[config.mk]
export PLATFORM = sky130hd
export DESIGN_NAME = tx_done_stack
export DESIGN_NICKNAME = d
export VERILOG_FILES = /design/src/rtl/tx_done_pkg.sv /design/src/rtl/tx_done_fifo.sv /design/src/rtl/tx_done_gate.sv /design/src/rtl/tx_done_format.sv /design/src/rtl/tx_done_stack.sv
export SDC_FILE = /design/constraint.sdc
export NUM_CORES = 1
export LEC_CHECK = 0
export BUFFER_PORTS_ARGS = -buffer_cell sky130_fd_sc_hd__buf_2
export CELL_PAD_IN_SITES_DETAIL_PLACEMENT = 0
export CELL_PAD_IN_SITES_GLOBAL_PLACEMENT = 1
export CORE_MARGIN = 3
export CORE_UTILIZATION = 47
export DETAILED_ROUTE_END_ITERATION = 8
export PLACE_DENSITY_LB_ADDON = 0.25
export SLEW_MARGIN = 20
export SYNTH_ARGS = -nofsm -noshare
export SYNTH_HDL_FRONTEND = slang
export SYNTH_SLANG_ARGS = --single-unit
[constraint.sdc]
create_clock -name clk -period 4.3 [get_ports clk]
set_input_delay 0.645 -clock clk [delete_from_list [all_inputs] [get_ports clk]]
set_output_delay 0.645 -clock clk [all_outputs]
set_load 0.05 [all_outputs]
[src/rtl/tx_done_pkg.sv]
// Package: shared types and bit positions for the transmit completion queue.
// Assumes: the status byte layout below is decoded by host software, so the
// bit positions are fixed.
package tx_done_pkg;

    // Bit positions inside the host-visible status byte.
    localparam int BIT_DONE = 7;
    localparam int BIT_IREQ = 6;
    localparam int BIT_JAB  = 5;
    localparam int BIT_UND  = 4;
    localparam int BIT_MCOL = 3;
    localparam int BIT_OVF  = 2;

    localparam int STATUS_W = 8;

    // Result flags of one finished frame; this is all the queue stores.
    typedef struct packed {
        logic ireq;
        logic jab;
        logic und;
        logic mcol;
    } txd_flags_t;

    localparam int FLAGS_W = $bits(txd_flags_t);

    // A completion is worth recording when any flag is set.
    function automatic logic worth_storing(input txd_flags_t f);
        return f.ireq | f.jab | f.und | f.mcol;
    endfunction

    // Flags that stop the transmitter until a transmit reset.
    function automatic logic is_fatal(input txd_flags_t f);
        return f.jab | f.und;
    endfunction

endpackage

[src/rtl/tx_done_fifo.sv]
// Module: tx_done_fifo
// Holds up to DEPTH completion records, oldest first, plus an overflow mark
// that is raised when a record has to be dropped for lack of room.
// Assumes: push is already qualified by the caller; flush has priority over
// push and pop in the same cycle.
module tx_done_fifo #(
    parameter int DEPTH = 4,
    parameter int W     = 4
) (
    input  logic         clk,
    input  logic         rst_n,
    input  logic         flush,
    input  logic         push,
    input  logic [W-1:0] push_data,
    input  logic         pop,
    output logic [W-1:0] head_data,
    output logic         nonempty,
    output logic         ovf
);

    localparam int PW = (DEPTH > 1) ? $clog2(DEPTH) : 1;
    localparam int CW = $clog2(DEPTH + 1);
    localparam logic [PW-1:0] LAST_PTR = PW'(DEPTH - 1);
    localparam logic [CW-1:0] FULL_CNT = CW'(DEPTH);

    logic [W-1:0]  slot_q [DEPTH];
    logic [PW-1:0] rd_ptr_q, wr_ptr_q;
    logic [CW-1:0] count_q;
    logic          ovf_q;

    logic do_pop, do_push, drop;

    // Advance a pointer with wrap at DEPTH-1 (DEPTH need not be a power of two).
    function automatic logic [PW-1:0] step_ptr(input logic [PW-1:0] p);
        return (p == LAST_PTR) ? '0 : p + 1'b1;
    endfunction

    // Decide which of push, pop and drop actually take place this cycle.
    always_comb begin
        do_pop  = pop && (count_q != '0) && !flush;
        do_push = push && !flush && ((count_q != FULL_CNT) || do_pop);
        drop    = push && !flush && (count_q == FULL_CNT) && !do_pop;
    end

    // Record storage; written only when a push is accepted.
    always_ff @(posedge clk) begin
        if (do_push) begin
            slot_q[wr_ptr_q] <= push_data;
        end
    end

    // Pointers, occupancy and overflow mark.
    always_ff @(posedge clk) begin
        if (!rst_n || flush) begin
            rd_ptr_q <= '0;
            wr_ptr_q <= '0;
            count_q  <= '0;
            ovf_q    <= 1'b0;
        end else begin
            if (do_push) begin
                wr_ptr_q <= step_ptr(wr_ptr_q);
            end
            if (do_pop) begin
                rd_ptr_q <= step_ptr(rd_ptr_q);
            end
            case ({do_push, do_pop})
                2'b10:   count_q <= count_q + 1'b1;
                2'b01:   count_q <= count_q - 1'b1;
                default: count_q <= count_q;
            endcase
            if (drop) begin
                ovf_q <= 1'b1;
            end else if (do_pop) begin
                ovf_q <= 1'b0;
            end
        end
    end

    // Present the oldest record.
    always_comb begin
        head_data = slot_q[rd_ptr_q];
        nonempty  = (count_q != '0);
        ovf       = ovf_q;
    end

    AST_DROP_ONLY_WHEN_FULL: assert property (@(posedge clk) disable iff (!rst_n)
        $rose(ovf_q) |-> ($past(count_q) == FULL_CNT));

    AST_EMPTY_POP_NOP: assert property (@(posedge clk) disable iff (!rst_n)
        (pop && !push && !flush && count_q == '0) |=> (count_q == '0));

    AST_FLUSH_EMPTIES: assert property (@(posedge clk) disable iff (!rst_n)
        flush |=> (count_q == '0 && !ovf_q));

    AST_NEVER_PAST_FULL: assert property (@(posedge clk) disable iff (!rst_n)
        (count_q == FULL_CNT && !pop) |=> (count_q == FULL_CNT || $past(flush)));

endmodule

[src/rtl/tx_done_gate.sv]
// Module: tx_done_gate
// Transmit permission: an enable latch plus two error latches (frame halt
// from jabber/underrun, and adapter failure from host overrun). Only a
// transmit reset or the chip reset clears them.
// Assumes: fatal_evt is raised only for completions that were accepted.
module tx_done_gate (
    input  logic clk,
    input  logic rst_n,
    input  logic tx_reset,
    input  logic tx_enable,
    input  logic fatal_evt,
    input  logic host_ovr,
    output logic tx_allowed,
    output logic adapter_fail
);

    logic en_q, halt_q, fail_q;

    // Latch enable and error conditions; transmit reset wins over everything.
    always_ff @(posedge clk) begin
        if (!rst_n || tx_reset) begin
            en_q   <= 1'b0;
            halt_q <= 1'b0;
            fail_q <= 1'b0;
        end else begin
            if (tx_enable) begin
                en_q <= 1'b1;
            end
            if (fatal_evt) begin
                halt_q <= 1'b1;
            end
            if (host_ovr) begin
                fail_q <= 1'b1;
            end
        end
    end

    // Transmitter runs only when enabled and no error is latched.
    always_comb begin
        tx_allowed   = en_q && !halt_q && !fail_q;
        adapter_fail = fail_q;
    end

    AST_RESET_BLOCKS_TX: assert property (@(posedge clk) disable iff (!rst_n)
        tx_reset |=> !tx_allowed);

    AST_HALT_HOLDS: assert property (@(posedge clk) disable iff (!rst_n)
        (halt_q && !tx_reset) |=> !tx_allowed);

    AST_FAIL_STICKS: assert property (@(posedge clk) disable iff (!rst_n)
        (host_ovr && !tx_reset) |=> (adapter_fail && !tx_allowed));

    AST_ENABLE_RAISES: assert property (@(posedge clk) disable iff (!rst_n)
        (tx_enable && !tx_reset && !halt_q && !fail_q && !fatal_evt && !host_ovr)
        |=> tx_allowed);

endmodule

[src/rtl/tx_done_format.sv]
// Module: tx_done_format
// Builds the host-visible status byte from a stored flag set and the
// overflow mark; an empty queue reads as all zeros.
// Assumes: flags come straight from the queue head.
module tx_done_format
    import tx_done_pkg::*;
(
    input  logic                valid,
    input  txd_flags_t          flags,
    input  logic                ovf,
    output logic [STATUS_W-1:0] status
);

    // Place each flag at its fixed position; low two bits stay zero.
    always_comb begin
        status = '0;
        if (valid) begin
            status[BIT_DONE] = 1'b1;
            status[BIT_IREQ] = flags.ireq;
            status[BIT_JAB]  = flags.jab;
            status[BIT_UND]  = flags.und;
            status[BIT_MCOL] = flags.mcol;
            status[BIT_OVF]  = ovf;
        end
    end

endmodule

[src/rtl/tx_done_stack.sv]
// Module: tx_done_stack (top)
// Transmit completion status queue: records flagged completions, lets the
// host read the oldest and discard it with a write strobe, and gates the
// transmitter on fatal errors until a transmit reset.
// Assumes: done_jabber is only raised on the twisted-pair medium; rst_n is
// the global reset and is synchronous.
module tx_done_stack
    import tx_done_pkg::*;
#(
    parameter int DEPTH = 4
) (
    input  logic                clk,
    input  logic                rst_n,
    input  logic                done_valid,
    input  logic                done_ireq,
    input  logic                done_jabber,
    input  logic                done_underrun,
    input  logic                done_maxcoll,
    input  logic                host_overrun,
    input  logic                status_wr,
    input  logic                tx_reset_cmd,
    input  logic                tx_enable_cmd,
    output logic [STATUS_W-1:0] status_rd,
    output logic                tx_allowed,
    output logic                adapter_fail
);

    txd_flags_t in_flags, head_flags;
    logic       accept, fatal_evt, head_valid, ovf;

    // Qualify an incoming completion against the flags and the gate.
    always_comb begin
        in_flags  = '{ireq: done_ireq, jab: done_jabber,
                      und: done_underrun, mcol: done_maxcoll};
        accept    = done_valid && tx_allowed && !tx_reset_cmd
                    && worth_storing(in_flags);
        fatal_evt = accept && is_fatal(in_flags);
    end

    tx_done_fifo #(
        .DEPTH (DEPTH),
        .W     (FLAGS_W)
    ) u_fifo (
        .clk       (clk),
        .rst_n     (rst_n),
        .flush     (tx_reset_cmd),
        .push      (accept),
        .push_data (in_flags),
        .pop       (status_wr),
        .head_data (head_flags),
        .nonempty  (head_valid),
        .ovf       (ovf)
    );

    tx_done_gate u_gate (
        .clk          (clk),
        .rst_n        (rst_n),
        .tx_reset     (tx_reset_cmd),
        .tx_enable    (tx_enable_cmd),
        .fatal_evt    (fatal_evt),
        .host_ovr     (host_overrun),
        .tx_allowed   (tx_allowed),
        .adapter_fail (adapter_fail)
    );

    tx_done_format u_fmt (
        .valid  (head_valid),
        .flags  (head_flags),
        .ovf    (ovf),
        .status (status_rd)
    );

    AST_IDLE_WHEN_BLOCKED: assert property (@(posedge clk) disable iff (!rst_n)
        (!tx_allowed && !status_wr && !tx_reset_cmd) |=> $stable(status_rd));

    AST_RESET_CLEARS_PORT: assert property (@(posedge clk) disable iff (!rst_n)
        tx_reset_cmd |=> (status_rd == '0));

endmodule

==> reports/summary.md <==
The flow ran to the end, and the final reports show no timing, DRC or antenna violations. The type of the most critical hold path was reg -> reg. The maximum frequency from static timing analysis is 0.393 GHz. The post-CTS clock slew at the launch and capture registers of the worst setup and hold paths is 0.08 ns. The analysis attributes to net switching a power of 105 uW. The tool flagged a number of max-cap violations equal to 0. The logs give 2 for the buffer depth of the longest clock path and 0.00611 ns for the final setup skew. The filler cell count in the final layout was 235; the register-to-register setup slack was 2.09 ns. edfxtp_1 takes more of the synthesized area than any other cell. The global-route total usage across every layer came out at 0.164. Critical path data arrival time: 2.79 ns. Among all cell types in the netlist, the one instantiated most often is edfxtp_1.

Global routing finished with a remaining overflow of 0. The startpoint of the worst hold path was u_gate.halt_q$_SDFFE_PP0P_. Averaged over all synthesized cells, the footprint is 12.1 um^2. Summing all multi-input logic gate instances after layout gives 495 um^2. Buffers inserted to repair hold after CTS numbered 0. The tools report the setup TNS as 0 ns. Along the worst hold path, the cell count comes to 2. The run gives 1690 um as the detailed-placement wirelength estimate.

The number of input and output port buffers inserted came out at 18. The logs give 29 for the number of clock sinks seen by CTS and 3430 um^2 for the floorplan die area. Routability-driven placement finished with a final weighted congestion of 0.741.

The number of rows in the core area was 18. The worst register-to-register path begins at u_fifo.count_q[0]$_SDFFE_PP0P_. The area of the core region came out at 2540 um^2.

The master cell of the clock root buffer was clkbuf_4. The logs give 13 for the largest net degree at the start of global routing and 18 for the DRC marker count from the first detailed-route iteration. The worst hold margin is 0.472 ns, and the clock power share is 0.317. The worst hold path terminates at u_gate.halt_q$_SDFFE_PP0P_.

TritonCTS built the clock tree. Clock latency on the worst-skew pair, taken at its later pin, is 0.32 ns. The worst-case IR drop observed on VDD is 0.251 mV. Setup violations remaining at the end of the flow were counted as 0. Buffers added to address setup during post-CTS repair amount to 0. The depth of the worst register-to-register path was 8. In the synthesized netlist the dominant register cell turns out to be edfxtp_1.

The number of instances resized during post-cts repair was 0. The largest fanout on the critical path was 6; the power density of the placed cells was 324 nW/um^2. The number of enable flip-flop cells after synthesis was 16; the clock buffer count from CTS was 5. The run gives 4.55 ns as the required time of the worst setup path. Fraction of layout instances using a drive strength above 1: 0.240. Once detail routing completed, the nets flagged for antenna violations numbered 0.

The die is 58.6 um wide. The number of placed I/O pins came out at 21. In this run, synthesis produced a sequential element count of 29. The switching share of power was 0.224; the internal power consumption was 363 uW. Across all layers, the routed design uses 831 vias. The H-tree was split into 2 levels. The tools report the post-synthesis instance area as 1300 um^2.

By startpoint and endpoint, the worst setup path is classified as in -> reg. The count of inserted antenna diode cells was 0. Reg-to-reg critical path endpoint: u_fifo.count_q[2]$_SDFFE_PP0P_. The run gives 0 as the final-report hold violation count.

The total chip power came out at 468 uW. The fraction of power consumed by sequential logic is 0.628, and the synthesis-to-layout area growth is 11.4%. The global-route wire length before repair is 3830 um.

The signal on the critical path passes through buf_2 -> or4_4 -> nand4_1 -> nor2_1 -> inv_1 -> ha_1 -> inv_1 -> fa_1 -> xor2_1 -> or3_1 -> a21oi_1. The initial core utilization was 0.510. The most numerous cell type found on the critical path is inv_1. The worst setup path is captured at a flip-flop. Counting distinct cell types in the post-synthesis netlist gives 28. On the critical path, the stage with the largest delay is an instance of or4_4.

The analysis attributes to cell leakage a power of 0.566 nW. The worst stage delay on the critical path is 0.52 ns. For this run, the number of Yosys warnings is 0.

Dividing the detail-routed via count by the number of cells gives 5.23. After detailed routing, the average wire length per cell comes to 13.9 um. The number of global-route vias before repair is 856, and the net total in the final layout is 146. The tools report the initial antenna violation count as 0. In the post-synthesis netlist, the biggest area contributors are edfxtp_1, dfxtp_1, mux4_2. Max-slew violation count: 0. The number of standard cells after synthesis came out at 107. The proportion of synthesized chip area in sequential cells came out at 0.570. STA classifies the critical path startpoint as a primary input. The run gives 0.598 as the worst relative slew slack. The routed design has 2220 um of wire. The smallest clock period supported by the final layout is computed as 2.55 ns.

Post-detailed-route DRC marker count: 0. In this run the vertical extent of the chip is 58.6 um. The commonest cells after synthesis are edfxtp_1, dfxtp_1, nor2_1. The async set or reset register ratio after synthesis came out at 0.

The share of the clock period used by the worst path after layout came out at 0.592. Across the whole layout, storage elements account for 741 um^2. For the combinational share of power, the log shows 0.055. Setup repair after global routing left no endpoint under its margin. The area share of the leading cell type in the synthesized netlist came out at 0.370. At the pin with the least slew margin, the transition time is 0.599 ns. The number of iterations in the first detailed-routing pass was 4.
-- cells by family after synthesis --
| kind of cell | after synthesis | synth area share |
|---|---|---|
| AND/OR/NAND/NOR | 36 | 0.157 |
| flip-flops | 29 | 0.570 |
| AO/OA/AOI/OAI | 14 | 0.0588 |
| buffers and inverters | 14 | 0.0549 |
| adder cells (fa/ha/maj) | 7 | 0.0732 |
| multiplexers | 4 | 0.0694 |
| XOR/XNOR | 2 | 0.0135 |
| other | 1 | 0.00289 |
-- worst max-delay path, delay by kind of cell --
family	cells	cell delay, ns
buffers and inverters	3	0.24
and+or+nand+nor	4	1.01
xor gates and xnor gates	1	0.16
adders and majority gates	2	0.59
AOI/OAI and AO/OA	1	0.14
-- power by group through the flow --
stage / Clock, mW / Combinational [mW] / Sequential [mW]
final: 0.148 / 0.0257 / 0.294
after global routing: 0.172 / 0.0285 / 0.295
after detailed placement: 0 / 0.0260 / 0.301
after floorplan: 0 / 0.0163 / 0.302
after CTS: 0.156 / 0.0261 / 0.294
after global placement: 0 / 0.0256 / 0.301
-- placed cells by master (no fill, tap or decap), types with 3 or more instances in the layout --
master and n:
buf_2 18, ha_1 6, nand2_1 3, nor2_1 11, mux4_2 4, and2b_1 3, and3_1 5, o21ai_0 5
edfxtp_1 16, inv_1 9, clkbuf_4 5, dfxtp_1 13, nand3_1 3, a21oi_1 7
-- through the flow --
step	setup WS, ns	cell area, um^2	std cells	util
after floorplan	1.58	1300	108	-
after global placement	1.46	1390	151	0.547
after detailed placement	1.42	1390	151	0.547
after CTS	1.59	1440	159	0.566
after global routing	1.56	1450	159	0.568
final	1.75	1450	159	0.568
-- state kept, by name, indices dropped and copies added, names as in the netlist, named ones only --
register,flops
u_gate.adapter_fail,1
u_gate.en_q,1
u_fifo.rd_ptr_q,2
u_fifo.slot_q,16
u_fifo.ovf,1
u_gate.halt_q,1
u_fifo.wr_ptr_q,2
u_fifo.count_q,3
-- cell type report --
class	count	share of cell area
multi-input combinational	65	0.343
clock buffer	7	0.0311
clock inverter	1	0.00260
tap	30	0.0260
timing repair buffer	18	0.0623
inverter	9	0.0234
sequential	29	0.512
-- layer usage --
metal	up-vias	global-route usage	routed length [um]
met4	0	0.0993	66
met5	-	0	0
met2	20	0.258	1110
met3	5	0.0658	100
li1	417	-	-
met1	389	0.185	944
-- how the worst max path moves through the flow --
stage,startpoint,to,depth (start not counted)
3_3_place_gp,done_ireq,u_fifo.count_q[2]$_SDFFE_PP0P_,11
5_1_grt,done_jabber,u_fifo.count_q[2]$_SDFFE_PP0P_,11
2_1_floorplan,u_gate.adapter_fail$_SDFFE_PP0P_,u_fifo.count_q[2]$_SDFFE_PP0P_,10
6_report,done_jabber,u_fifo.count_q[2]$_SDFFE_PP0P_,11
3_5_place_dp,done_jabber,u_fifo.count_q[2]$_SDFFE_PP0P_,11
4_1_cts,u_fifo.count_q[0]$_SDFFE_PP0P_,status_rd[3],3
(Power assumes the default switching activity.)
